File: src/rtl/npc_pkg.sv
package npc_pkg;

    localparam int XLEN      = 32;
    localparam int INSN_W    = 32;
    localparam int OP_W      = 6;
    localparam int FN_W      = 6;
    localparam int OFF_W     = 16;
    localparam int JFIELD_W  = 26;

    localparam logic [OP_W-1:0] OPC_SPECIAL = 6'd0;
    localparam logic [OP_W-1:0] OPC_JUMP    = 6'd2;
    localparam logic [OP_W-1:0] OPC_JLINK   = 6'd3;
    localparam logic [OP_W-1:0] OPC_BR_EQ   = 6'd4;
    localparam logic [OP_W-1:0] OPC_BR_NE   = 6'd5;
    localparam logic [FN_W-1:0] FN_JREG     = 6'd8;

    typedef enum logic [2:0] {
        SEL_HOLD,
        SEL_SEQ,
        SEL_BRANCH,
        SEL_JUMP,
        SEL_JREG
    } pc_sel_e;

endpackage

File: src/rtl/npc_decode.sv
module npc_decode
    import npc_pkg::*;
#(
    parameter int INSN_WIDTH = INSN_W
) (
    input  logic [INSN_WIDTH-1:0] instr,
    input  logic                  operands_equal,
    input  logic                  stall,
    output pc_sel_e               sel
);

    localparam int OP_LSB = INSN_WIDTH - OP_W;

    logic [OP_W-1:0] opcode;
    logic [FN_W-1:0] funct;

    assign opcode = instr[INSN_WIDTH-1:OP_LSB];
    assign funct  = instr[FN_W-1:0];

    always_comb begin
        sel = SEL_SEQ;
        if (stall) begin
            sel = SEL_HOLD;
        end else begin
            unique case (opcode)
                OPC_BR_EQ:           sel = operands_equal ? SEL_BRANCH : SEL_SEQ;
                OPC_BR_NE:           sel = operands_equal ? SEL_SEQ : SEL_BRANCH;
                OPC_JUMP, OPC_JLINK: sel = SEL_JUMP;
                OPC_SPECIAL:         sel = (funct == FN_JREG) ? SEL_JREG : SEL_SEQ;
                default:             sel = SEL_SEQ;
            endcase
        end
    end

endmodule

File: src/rtl/npc_target.sv
module npc_target
    import npc_pkg::*;
#(
    parameter int ADDR_WIDTH = XLEN,
    parameter int INSN_WIDTH = INSN_W
) (
    input  logic [ADDR_WIDTH-1:0] pc_plus4,
    input  logic [INSN_WIDTH-1:0] instr,
    input  logic [ADDR_WIDTH-1:0] reg_target,
    output logic [ADDR_WIDTH-1:0] branch_tgt,
    output logic [ADDR_WIDTH-1:0] jump_tgt,
    output logic [ADDR_WIDTH-1:0] jreg_tgt,
    output logic                  jreg_unaligned
);

    localparam int BYTE_SH  = 2;
    localparam int EXT_W    = ADDR_WIDTH - OFF_W - BYTE_SH;
    localparam int REGION_W = ADDR_WIDTH - JFIELD_W - BYTE_SH;

    logic [OFF_W-1:0]      offset;
    logic [ADDR_WIDTH-1:0] offset_bytes;

    assign offset       = instr[OFF_W-1:0];
    assign offset_bytes = {{EXT_W{offset[OFF_W-1]}}, offset, {BYTE_SH{1'b0}}};
    assign branch_tgt   = pc_plus4 + offset_bytes;

    generate
        if (REGION_W > 0) begin : g_region
            assign jump_tgt = {pc_plus4[ADDR_WIDTH-1:ADDR_WIDTH-REGION_W],
                               instr[JFIELD_W-1:0], {BYTE_SH{1'b0}}};
        end else begin : g_flat
            assign jump_tgt = {instr[ADDR_WIDTH-BYTE_SH-1:0], {BYTE_SH{1'b0}}};
        end
    endgenerate

    assign jreg_tgt       = {reg_target[ADDR_WIDTH-1:BYTE_SH], {BYTE_SH{1'b0}}};
    assign jreg_unaligned = |reg_target[BYTE_SH-1:0];

endmodule

File: src/rtl/npc_sequencer.sv
module npc_sequencer
    import npc_pkg::*;
#(
    parameter int ADDR_WIDTH = XLEN,
    parameter int INSN_WIDTH = INSN_W
) (
    input  logic                  clk,
    input  logic                  rst_n,
    input  logic                  stall,
    input  logic [INSN_WIDTH-1:0] instr,
    input  logic                  operands_equal,
    input  logic [ADDR_WIDTH-1:0] reg_target,
    output logic [ADDR_WIDTH-1:0] pc,
    output logic [ADDR_WIDTH-1:0] pc_plus4,
    output logic                  redirect,
    output logic                  misaligned
);

    localparam logic [ADDR_WIDTH-1:0] STEP     = ADDR_WIDTH'(4);
    localparam logic [ADDR_WIDTH-1:0] RESET_PC = '0;

    pc_sel_e               sel;
    logic [ADDR_WIDTH-1:0] pc_q;
    logic [ADDR_WIDTH-1:0] pc_next;
    logic [ADDR_WIDTH-1:0] branch_tgt;
    logic [ADDR_WIDTH-1:0] jump_tgt;
    logic [ADDR_WIDTH-1:0] jreg_tgt;
    logic                  jreg_unaligned;
    logic                  left_seq;

    assign pc_plus4 = pc_q + STEP;
    assign pc       = pc_q;

    npc_decode #(.INSN_WIDTH(INSN_WIDTH)) decode_i (
        .instr          (instr),
        .operands_equal (operands_equal),
        .stall          (stall),
        .sel            (sel)
    );

    npc_target #(.ADDR_WIDTH(ADDR_WIDTH), .INSN_WIDTH(INSN_WIDTH)) target_i (
        .pc_plus4       (pc_plus4),
        .instr          (instr),
        .reg_target     (reg_target),
        .branch_tgt     (branch_tgt),
        .jump_tgt       (jump_tgt),
        .jreg_tgt       (jreg_tgt),
        .jreg_unaligned (jreg_unaligned)
    );

    // PC register
    always_ff @(posedge clk or negedge rst_n) begin
        if (!rst_n) begin
            pc_q <= RESET_PC;
        end else begin
            pc_q <= pc_next;
        end
    end

    // Next-address selection and flags
    always_comb begin
        pc_next  = pc_plus4;
        left_seq = 1'b0;
        unique case (sel)
            SEL_HOLD:   pc_next = pc_q;
            SEL_SEQ:    pc_next = pc_plus4;
            SEL_BRANCH: begin pc_next = branch_tgt; left_seq = 1'b1; end
            SEL_JUMP:   begin pc_next = jump_tgt;   left_seq = 1'b1; end
            SEL_JREG:   begin pc_next = jreg_tgt;   left_seq = 1'b1; end
            default:    pc_next = pc_plus4;
        endcase
        redirect   = left_seq && (pc_next != pc_plus4);
        misaligned = (sel == SEL_JREG) && jreg_unaligned;
    end

endmodule

File: config.mk
export PLATFORM = sky130hd
export DESIGN_NAME = npc_sequencer
export DESIGN_NICKNAME = d
export VERILOG_FILES = /design/src/rtl/npc_pkg.sv /design/src/rtl/npc_decode.sv /design/src/rtl/npc_target.sv /design/src/rtl/npc_sequencer.sv
export SDC_FILE = /design/constraint.sdc
export NUM_CORES = 1
export LEC_CHECK = 0
export ABC_AREA = 1
export BUFFER_PORTS_ARGS = -buffer_cell sky130_fd_sc_hd__buf_2
export CAP_MARGIN = 15
export CORE_AREA = 2 2 96 116
export CTS_BUF_LIST = sky130_fd_sc_hd__clkbuf_4 sky130_fd_sc_hd__clkbuf_8
export CTS_CLUSTER_DIAMETER = 50
export DETAILED_ROUTE_END_ITERATION = 8
export DIE_AREA = 0 0 98 118
export GPL_TIMING_DRIVEN = 0
export MAX_ROUTING_LAYER = met4
export PLACE_DENSITY = 0.93
export SETUP_SLACK_MARGIN = 0.4
export SYNTH_ARGS = -nofsm -noshare
export SYNTH_HDL_FRONTEND = slang
export SYNTH_SLANG_ARGS = --single-unit
File: constraint.sdc
create_clock -name clk -period 7.95 [get_ports clk]
set_input_delay 1.59 -clock clk [delete_from_list [all_inputs] [get_ports clk]]
set_output_delay 1.59 -clock clk [all_outputs]
set_load 0.02 [all_outputs]
==> results of run 1 <==
-- power by group through the flow --
stage | registers, mW | clock network, mW | logic, mW
4_1_cts | 0.228 | 0.141 | 0.747
6_report | 0.230 | 0.144 | 0.763
3_5_place_dp | 0.230 | 0 | 0.742
5_1_grt | 0.233 | 0.146 | 0.843
2_1_floorplan | 0.254 | 0 | 0.498
3_3_place_gp | 0.230 | 0 | 0.729
-- layout make-up --
type / instances / area (um2) / area share
plain buffers: 22 / 128 / 0.0176
flip-flops and latches: 32 / 801 / 0.110
clock buffers: 8 / 97.6 / 0.0134
well taps: 129 / 161 / 0.0222
inverters: 249 / 935 / 0.129
repair buffers: 133 / 666 / 0.0916
multi-input cells: 920 / 4480 / 0.616
-- synth_stat cells (9+ instances only) --
cell type	count
a21oi_1	27
dfrtp_1	32
ha_1	36
inv_1	241
nand2_1	440
nand3_1	115
nand3b_1	12
nand4_1	37
nor2_1	132
nor2_2	9
o21ai_0	41
xor2_1	20
-- routing by layer --
| layer | global-route usage | vias to the layer above | wire length (um) | share of wire |
|---|---|---|---|---|
| met4 | 0.205 | 0 | 1320 | 0.056 |
| met2 | 0.642 | 576 | 10400 | 0.44 |
| met3 | 0.0410 | 106 | 2660 | 0.11 |
| met1 | 0.523 | 3548 | 9130 | 0.39 |
| met5 | - | - | 0 | 0 |
| li1 | - | 4052 | - | - |
-- cells by family after synthesis --
family / count (synthesis)
compound gates: 86
xor+xnor: 25
fa+ha+maj: 37
buf+inv: 271
flops: 32
simple gates: 772
-- final timing paths --
check                      slack, ns        to  start  cells after the start
setup / recovery                1.72  redirect  pc[2]                     26
hold reg to reg                 0.54     pc[0]  pc[0]                      2
min in group asynchronous       1.36    pc[16]  rst_n                      1
setup reg to reg                4.14    pc[23]  pc[2]                     18
max in group asynchronous       6.10    pc[14]  rst_n                      1
hold / removal                  0.54     pc[0]  pc[0]                      2
-- placed cells by master (no fill, tap or decap), drive strengths merged --
cell type | Yosys | layout
nand2 | 445 | 445
inv | 246 | 246
buf | 17 | 150
nor2 | 145 | 145
nand3 | 119 | 119
o21ai | 48 | 48
nand4 | 37 | 37
ha | 36 | 36
dfrtp | 32 | 32
a21oi | 27 | 27
xor2 | 21 | 21
clkbuf | 5 | 13
nand3b | 12 | 12
nor3 | 7 | 7
o21a | 5 | 5
xnor2 | 4 | 4
or2 | 3 | 3
clkinv | 3 | 3
and2 | 2 | 2
a22o | 2 | 2
o21bai | 1 | 1
a21o | 1 | 1
a22oi | 1 | 1
o22ai | 1 | 1
nor4 | 1 | 1
and3 | 1 | 1
fa | 1 | 1
-- worst max-delay path: stages (launching register included) --
cell and delay [ns]:
dfrtp_1 0.53, ha_1 0.35, nand2_1 0.14, nor2_2 0.15, nand3_1 0.17, nor3_2 0.16, xor2_1 0.56, ha_1 0.43
nand2_1 0.14, nor2_1 0.08, and2_1 0.19, and2_1 0.16, nand2_1 0.08, nand2_1 0.06, nand2_1 0.06, nand3_1 0.12
nand2_1 0.11, nand2_1 0.09, nand2_1 0.06, nand2_1 0.05, nor2_1 0.08, nand2_1 0.06, nor2_1 0.12, nand2_1 0.08
nor2_1 0.09, nor2_1 0.06, buf_2 0.16
==> impl_metrics.ini, run 1 <==
[cts]
htreeDepth = 2
cts_buffer_depth = 2
cts_root_buffer = clkbuf_8
insertion_delay_ns = 0.31
cts_buffers = 5
clock-sinks = 32
cts_setup_buffers = 0
path_clk_slew_ns = 0.07
cts_resized = 0
cts_tree = built
ctsHoldBuffers = 0

[global_routing]
grt_pass1_wl_mm = 36.9
grt_max_degree = 33
antenna_found_initial = 0
grt.total_usage = 0.409
grt.overflow.total = 0
grt_pass1_vias = 7525

[synthesis]
ys_top_cells_by_area = nand2_1 26%, inv_1 14%, dfrtp_1 13%
synth_xor_area_frac = 0.0357
synth_top_family_by_area = simple AND/OR/NAND/NOR gates
ys_warn_count = 0
synth_top_area_frac = 0.260
synth_compound_area_frac = 0.0724
synth_nets = 1328
synth_edf_count = 0
synthesis.instances = 1223
synth_fa_ha_area_frac = 0.0742
ys_types = 40
syn_area_per_cell_um2 = 5.19
ys_seq_elements = 32
synth.area.mux_share = 0
synth_top_area_cell = nand2_1
ys_seq_area_frac = 0.126
syn_area_mm2 = 0.00634
synth-simple-area-share = 0.524
synthArstFlopShare = 1.00
ys.flop_type = dfrtp_1

[sta]
fin_crit_sh = 0.784
final.setup.tns_ns = 0
fin_skew_ns = 0.00732
layout_setup_ws_ns = 1.72
slew_headroom = 0.489
fmax_mhz = 160
hold_slack_ns = 0.543
hold_viol = 0
rsz0062_at_grt = no
drv_slew = 0
tightest_slew_ns = 0.767
min_period_ns = 6.23
finalSetupViolCount = 0

[routing]
vias = 8282
wl_per_cell_um = 15.7
viasPerCell = 5.55
wirelength_mm = 23.5
drtIter0Drc = 898
drtPass1Iterations = 9
ant_nets = 0
drc = 0

[floorplanning]
rows = 41
die_area_mm2 = 0.0116
io_pins = 134
initial_core_util = 0.609
core_mm2 = 0.0104
die_w_um = 98
die_h_um = 118

[power_and_ir_drop]
power.leakage_nw = 4.52
power_density_mw_per_mm2 = 156
p_sw_mw = 0.622
p_clk_frac = 0.127
p_seq_frac = 0.202
netSwitchingFraction = 0.547
p_int_mw = 0.514
p_comb_frac = 0.671
ir_drop_uv = 65.0
p_total_mw = 1.14

[final_layout]
diodes = 0
layout.nets = 1468
n_fill_cell = 1030
largest_reg_flops = 32
fin_cells = 1493
fin_area_mm2 = 0.00727
drive_above_1_share = 0.141
fin_util = 0.698
syn_to_final_growth_pct = 14.6

[placement]
place_ws_ns = 2.13
hpwl_mm = 19.4
gp_congestion = 1.08
place_area_mm2 = 0.00717
dp_cells = 1485
portBuffers = 133

[worst_setup_path]
criticalPathCategory = reg -> out
end_kind = output port
cp_max_fo = 6
start_kind = flip-flop
cp_data_required_time_ns = 6.36
crit_arrival_ns = 4.64

[job]
drv_cap = 0

[status]
status = finished clean

[hold_path]
holdCritPathClass = reg -> reg
Power figures use the tool's default switching activity.
==> inputs of run 2 (changes only) <==
- CORE_AREA: 2 2 96 116 -> 2 2 104 126
- DIE_AREA: 0 0 98 118 -> 0 0 106 128
- PLACE_DENSITY: 0.93 -> 0.84
- clock period: 7.95 -> 5.1 ns (I/O delays scaled with it)
==> impl_metrics.ini, run 2 (synthesis gave the netlist of run 1 again) <==
[cts]
htreeDepth = 2
path_clk_slew_ns = 0.07
cts_tree = built
cts_buffer_depth = 2
clock-sinks = 32
cts_buffers = 5
insertion_delay_ns = 0.30
cts_root_buffer = clkbuf_8

[sta]
slew_headroom = 0.464
min_period_ns = 5.20
layout_setup_ws_ns = -0.0998
fin_skew_ns = 0.00478
tightest_slew_ns = 0.804
final.setup.tns_ns = -0.0998
drv_slew = 0
hold_slack_ns = 0.545
fmax_mhz = 192
hold_viol = 0
finalSetupViolCount = 1
fin_crit_sh = 1.02
rsz0062_at_grt = yes

[hold_path]
holdCritPathClass = reg -> reg
min_path_cells = 2

[routing]
vias = 9142
viasPerCell = 5.75
wl_per_cell_um = 17.9
drtIter0Drc = 1190
wirelength_mm = 28.4
drc = 0
ant_nets = 0
drtPass1Iterations = 8

[worst_setup_path]
rrSetupSlack_ns = 1.80
cp.depth = 29
cp_max_fo = 4
cp_common_cell = nand2_1
cp_data_required_time_ns = 4.08
worst_path_dominant_cell_family = simple AND/OR/NAND/NOR gates
end_kind = output port
crit_arrival_ns = 4.18
slowest_delay_ns = 0.46
criticalPathCategory = reg -> out
start_kind = flip-flop
crit_slowest_cell = dfrtp_2
r2r_cells = 20
critPathBufInv = 4

[placement]
place_area_mm2 = 0.00721
hpwl_mm = 19.5
portBuffers = 133
gp_congestion = 0.982
place_ws_ns = -0.000948
dp_cells = 1520

[final_layout]
layout.nets = 1531
syn_to_final_growth_pct = 40.0
fin_cells = 1591
fin_util = 0.714
ff_latch_area_um2 = 822
layout_common_cells = 380 x nand2_1, 222 x inv_1, 140 x buf_2
n_fill_cell = 986
drive_above_1_share = 0.322
final_common_cell = nand2_1
fin_area_mm2 = 0.00888
largest_reg_flops = 32
diodes = 0
multiInputGateArea_mm2 = 0.00554

[power_and_ir_drop]
ir_drop_uv = 110
p_total_mw = 2.18
power_density_mw_per_mm2 = 245
power.leakage_nw = 4.99

[floorplanning]
core_mm2 = 0.0124
die_area_mm2 = 0.0136
rows = 45
die_w_um = 106
die_h_um = 128
initial_core_util = 0.510
io_pins = 134

[global_routing]
grt_max_degree = 33
grt.overflow.total = 0
antenna_found_initial = 0
grt_pass1_wl_mm = 40.1
grt_pass1_vias = 8342
grt.total_usage = 0.390

[job]
drv_cap = 0

[status]
status = finished, violations left
violations = setup timing
==> run 2: changes by cell type in the layout (fill, tap and decap cells not counted), sizes merged <==
cell,delta
buf,+63
clkbuf,-2
clkinv,+2
==> run 2: final cells by class <==
type / instances / area share
flip-flops and latches: 32 / 0.0926
inverters: 249 / 0.106
clock inverters: 2 / 0.00113
multi-input cells: 920 / 0.623
clock buffers: 6 / 0.00930
plain buffers: 22 / 0.0144
repair buffers: 196 / 0.131
well taps: 164 / 0.0231
==> run 2: worst paths after layout <==
kind                             to   from
setup reg to reg             pc[30]  pc[2]
hold / removal                pc[1]  pc[1]
min in group asynchronous     pc[0]  rst_n
max in group asynchronous    pc[14]  rst_n
setup / recovery           redirect  pc[2]
hold reg to reg               pc[1]  pc[1]
==> run 2: timing repair <==
action / CTS / global route
pin swaps: 54 / 69
hold endpoints to repair: 0 / 0
endpoints found under the setup margin: 1 / 1
hold buffers: 0 / 0
resized for setup: 136 / 130
buffers inserted: 34 / 29
==> run 2: tightest hold or removal path, stage by stage, from the launching register on <==
cell and delay [ns]:
dfrtp_1 0.41, inv_1 0.06, nor2_1 0.04
==> run 2: metal layers <==
metal,up-vias,GRT usage,part of all wire
met2,733,0.633,0.45
met4,0,0.262,0.089
met1,3983,0.439,0.34
li1,4181,-,-
met5,-,-,0
met3,245,0.0707,0.12
==> run 2: where the power goes <==
| part | internal (mW) | total [mW] | switching, mW | leakage (nW) |
|---|---|---|---|---|
| registers | 0.299 | 0.384 | 0.0848 | 0.365 |
| clock network | 0.108 | 0.214 | 0.106 | 0.0510 |
| logic | 0.578 | 1.58 | 1.00 | 4.57 |
==> inputs of run 3 (changes only) <==
- CELL_PAD_IN_SITES_DETAIL_PLACEMENT: not set -> 0
- CELL_PAD_IN_SITES_GLOBAL_PLACEMENT: not set -> 2
- CORE_AREA: 2 2 104 126 -> 2 2 149 180
- DIE_AREA: 0 0 106 128 -> 0 0 151 182
- PLACE_DENSITY: 0.84 -> 0.83
==> impl_metrics.ini, run 3 (synthesis gave the netlist of run 1 again) <==
[final_layout]
n_fill_cell = 2975
fin_cells = 1759
final_common_cell = nand2_1
fin_util = 0.347
syn_to_final_growth_pct = 41.3
layout_common_cells = 398 x nand2_1, 227 x inv_1, 140 x buf_2
drive_above_1_share = 0.298
diodes = 0
largest_reg_flops = 32
layout.nets = 1528

[power_and_ir_drop]
ir_drop_uv = 80.9
p_seq_frac = 0.168
p_int_mw = 1.04
power.leakage_nw = 5.01
power_density_mw_per_mm2 = 245
p_comb_frac = 0.702
p_sw_mw = 1.15
netSwitchingFraction = 0.524
p_clk_frac = 0.130

[placement]
hpwl_mm = 24.9
place_ws_ns = -0.332
portBuffers = 133
gp_congestion = 0.937
dp_cells = 1691

[floorplanning]
core_mm2 = 0.0259
io_pins = 134
initial_core_util = 0.245
die_h_um = 182
rows = 65
die_w_um = 151
die_area_mm2 = 0.0275

[sta]
min_period_ns = 4.95
tightest_slew_ns = 0.882
slew_headroom = 0.412
finalSetupViolCount = 0
drv_slew = 0
fin_crit_sh = 0.971
hold_viol = 0
hold_slack_ns = 0.534
fmax_mhz = 202
final.setup.tns_ns = 0
rsz0062_at_grt = yes
fin_skew_ns = 0.00902
layout_setup_ws_ns = 0.147

[worst_setup_path]
cp_common_cell = nand2_1
slowest_delay_ns = 0.42
cp_max_fo = 5
cp_data_required_time_ns = 4.08
start_kind = flip-flop
crit_arrival_ns = 3.93
r2r-start = pc[10]
r2r_cells = 21
crit_slowest_cell = dfrtp_1
end_kind = output port
startpoint = pc[10]
criticalPathCategory = reg -> out

[routing]
wl_met3_mm = 1.06
wirelength_mm = 30.1
drtPass1Iterations = 5
top_layer = met4
drtIter0Drc = 510
wl_per_cell_um = 17.1
drc = 0
viasPerCell = 4.67
vias = 8208
met2_length_mm = 14.9
drt-met1-wl_mm = 12.8
ant_nets = 0

[cts]
htreeDepth = 2
cts_buffer_depth = 2
path_clk_slew_ns = 0.08
cts_buffers = 5
cts_tree = built
insertion_delay_ns = 0.31
cts_root_buffer = clkbuf_8
ctsHoldBuffers = 0
clock-sinks = 32

[job]
drv_cap = 0

[global_routing]
grt.overflow.total = 0
grt_pass1_wl_mm = 44.7
grt_pass1_vias = 7874
antenna_found_initial = 0
grt.total_usage = 0.223
grt_max_degree = 33

[hold_path]
holdCritPathClass = reg -> reg
worstHoldStart = pc[0]
min_path_cells = 2

[status]
status = finished clean
==> run 3: changes by cell type in the layout (fill, tap and decap cells not counted), moves of 3 or more <==
cell,delta
buf_6,-3
inv_2,-6
inv_1,+5
nor2_1,-4
a21oi_1,+3
nand3_1,+3
nand3_2,-3
nor2_4,-4
nand2_2,-18
a21oi_2,-3
nand2_1,+18
nor2_2,+8
==> run 3: what timing repair did <==
action | 4_1_cts | 5_1_grt
setup endpoints to repair | 1 | 1
cloned | 0 | 0
gates resized for setup | 162 | 61
buffers inserted | 37 | 23
pin swaps | 47 | 35
==> run 3: worst paths after layout <==
path                       slack, ns        to
min reg2reg                     0.53     pc[0]
min                             0.53     pc[0]
max in group asynchronous       3.65     pc[4]
max reg2reg                     1.95    pc[25]
max                             0.15  redirect
min in group asynchronous       0.82    pc[31]
==> run 3: final cells by class <==
class                      instances  area [um2]  area share
clock inverter                     1        30.0     0.00335
sequential                        32         823      0.0919
clock buffer                       7        96.3      0.0107
buffer                            22         128      0.0142
tap                              335         419      0.0468
timing repair buffer             193        1140       0.127
inverter                         249         940       0.105
multi-input combinational        920        5390       0.601
==> run 3: critical path: cells and delay by family, from the launching register on <==
kind | cells | cell delay, ns
simple gates | 21 | 2.23
flops | 1 | 0.42
buf+inv | 4 | 0.35
fa+ha+maj | 1 | 0.32
xor+xnor | 1 | 0.30
==> run 3: power by group through the flow <==
stage | clock (mW) | combinational, mW | sequential [mW]
final | 0.285 | 1.54 | 0.369
after global routing | 0.293 | 1.70 | 0.374
after CTS | 0.287 | 1.41 | 0.366
after detailed placement | 0 | 1.21 | 0.368
after global placement | 0 | 1.20 | 0.367
after floorplan | 0 | 0.776 | 0.396
==> run 3: per-layer routing <==
layer  track usage  vias up
li1              -     4164
met1         0.269     3747
met2         0.384      224
met3        0.0131       73
met4        0.0920        0
met5             -        -
==> run 3: stage by stage <==
step	area [um2]	total power, mW
after floorplan	6340	1.17
after global placement	7430	1.57
after detailed placement	7430	1.57
after CTS	8540	2.06
after global routing	8960	2.37
final	8960	2.19
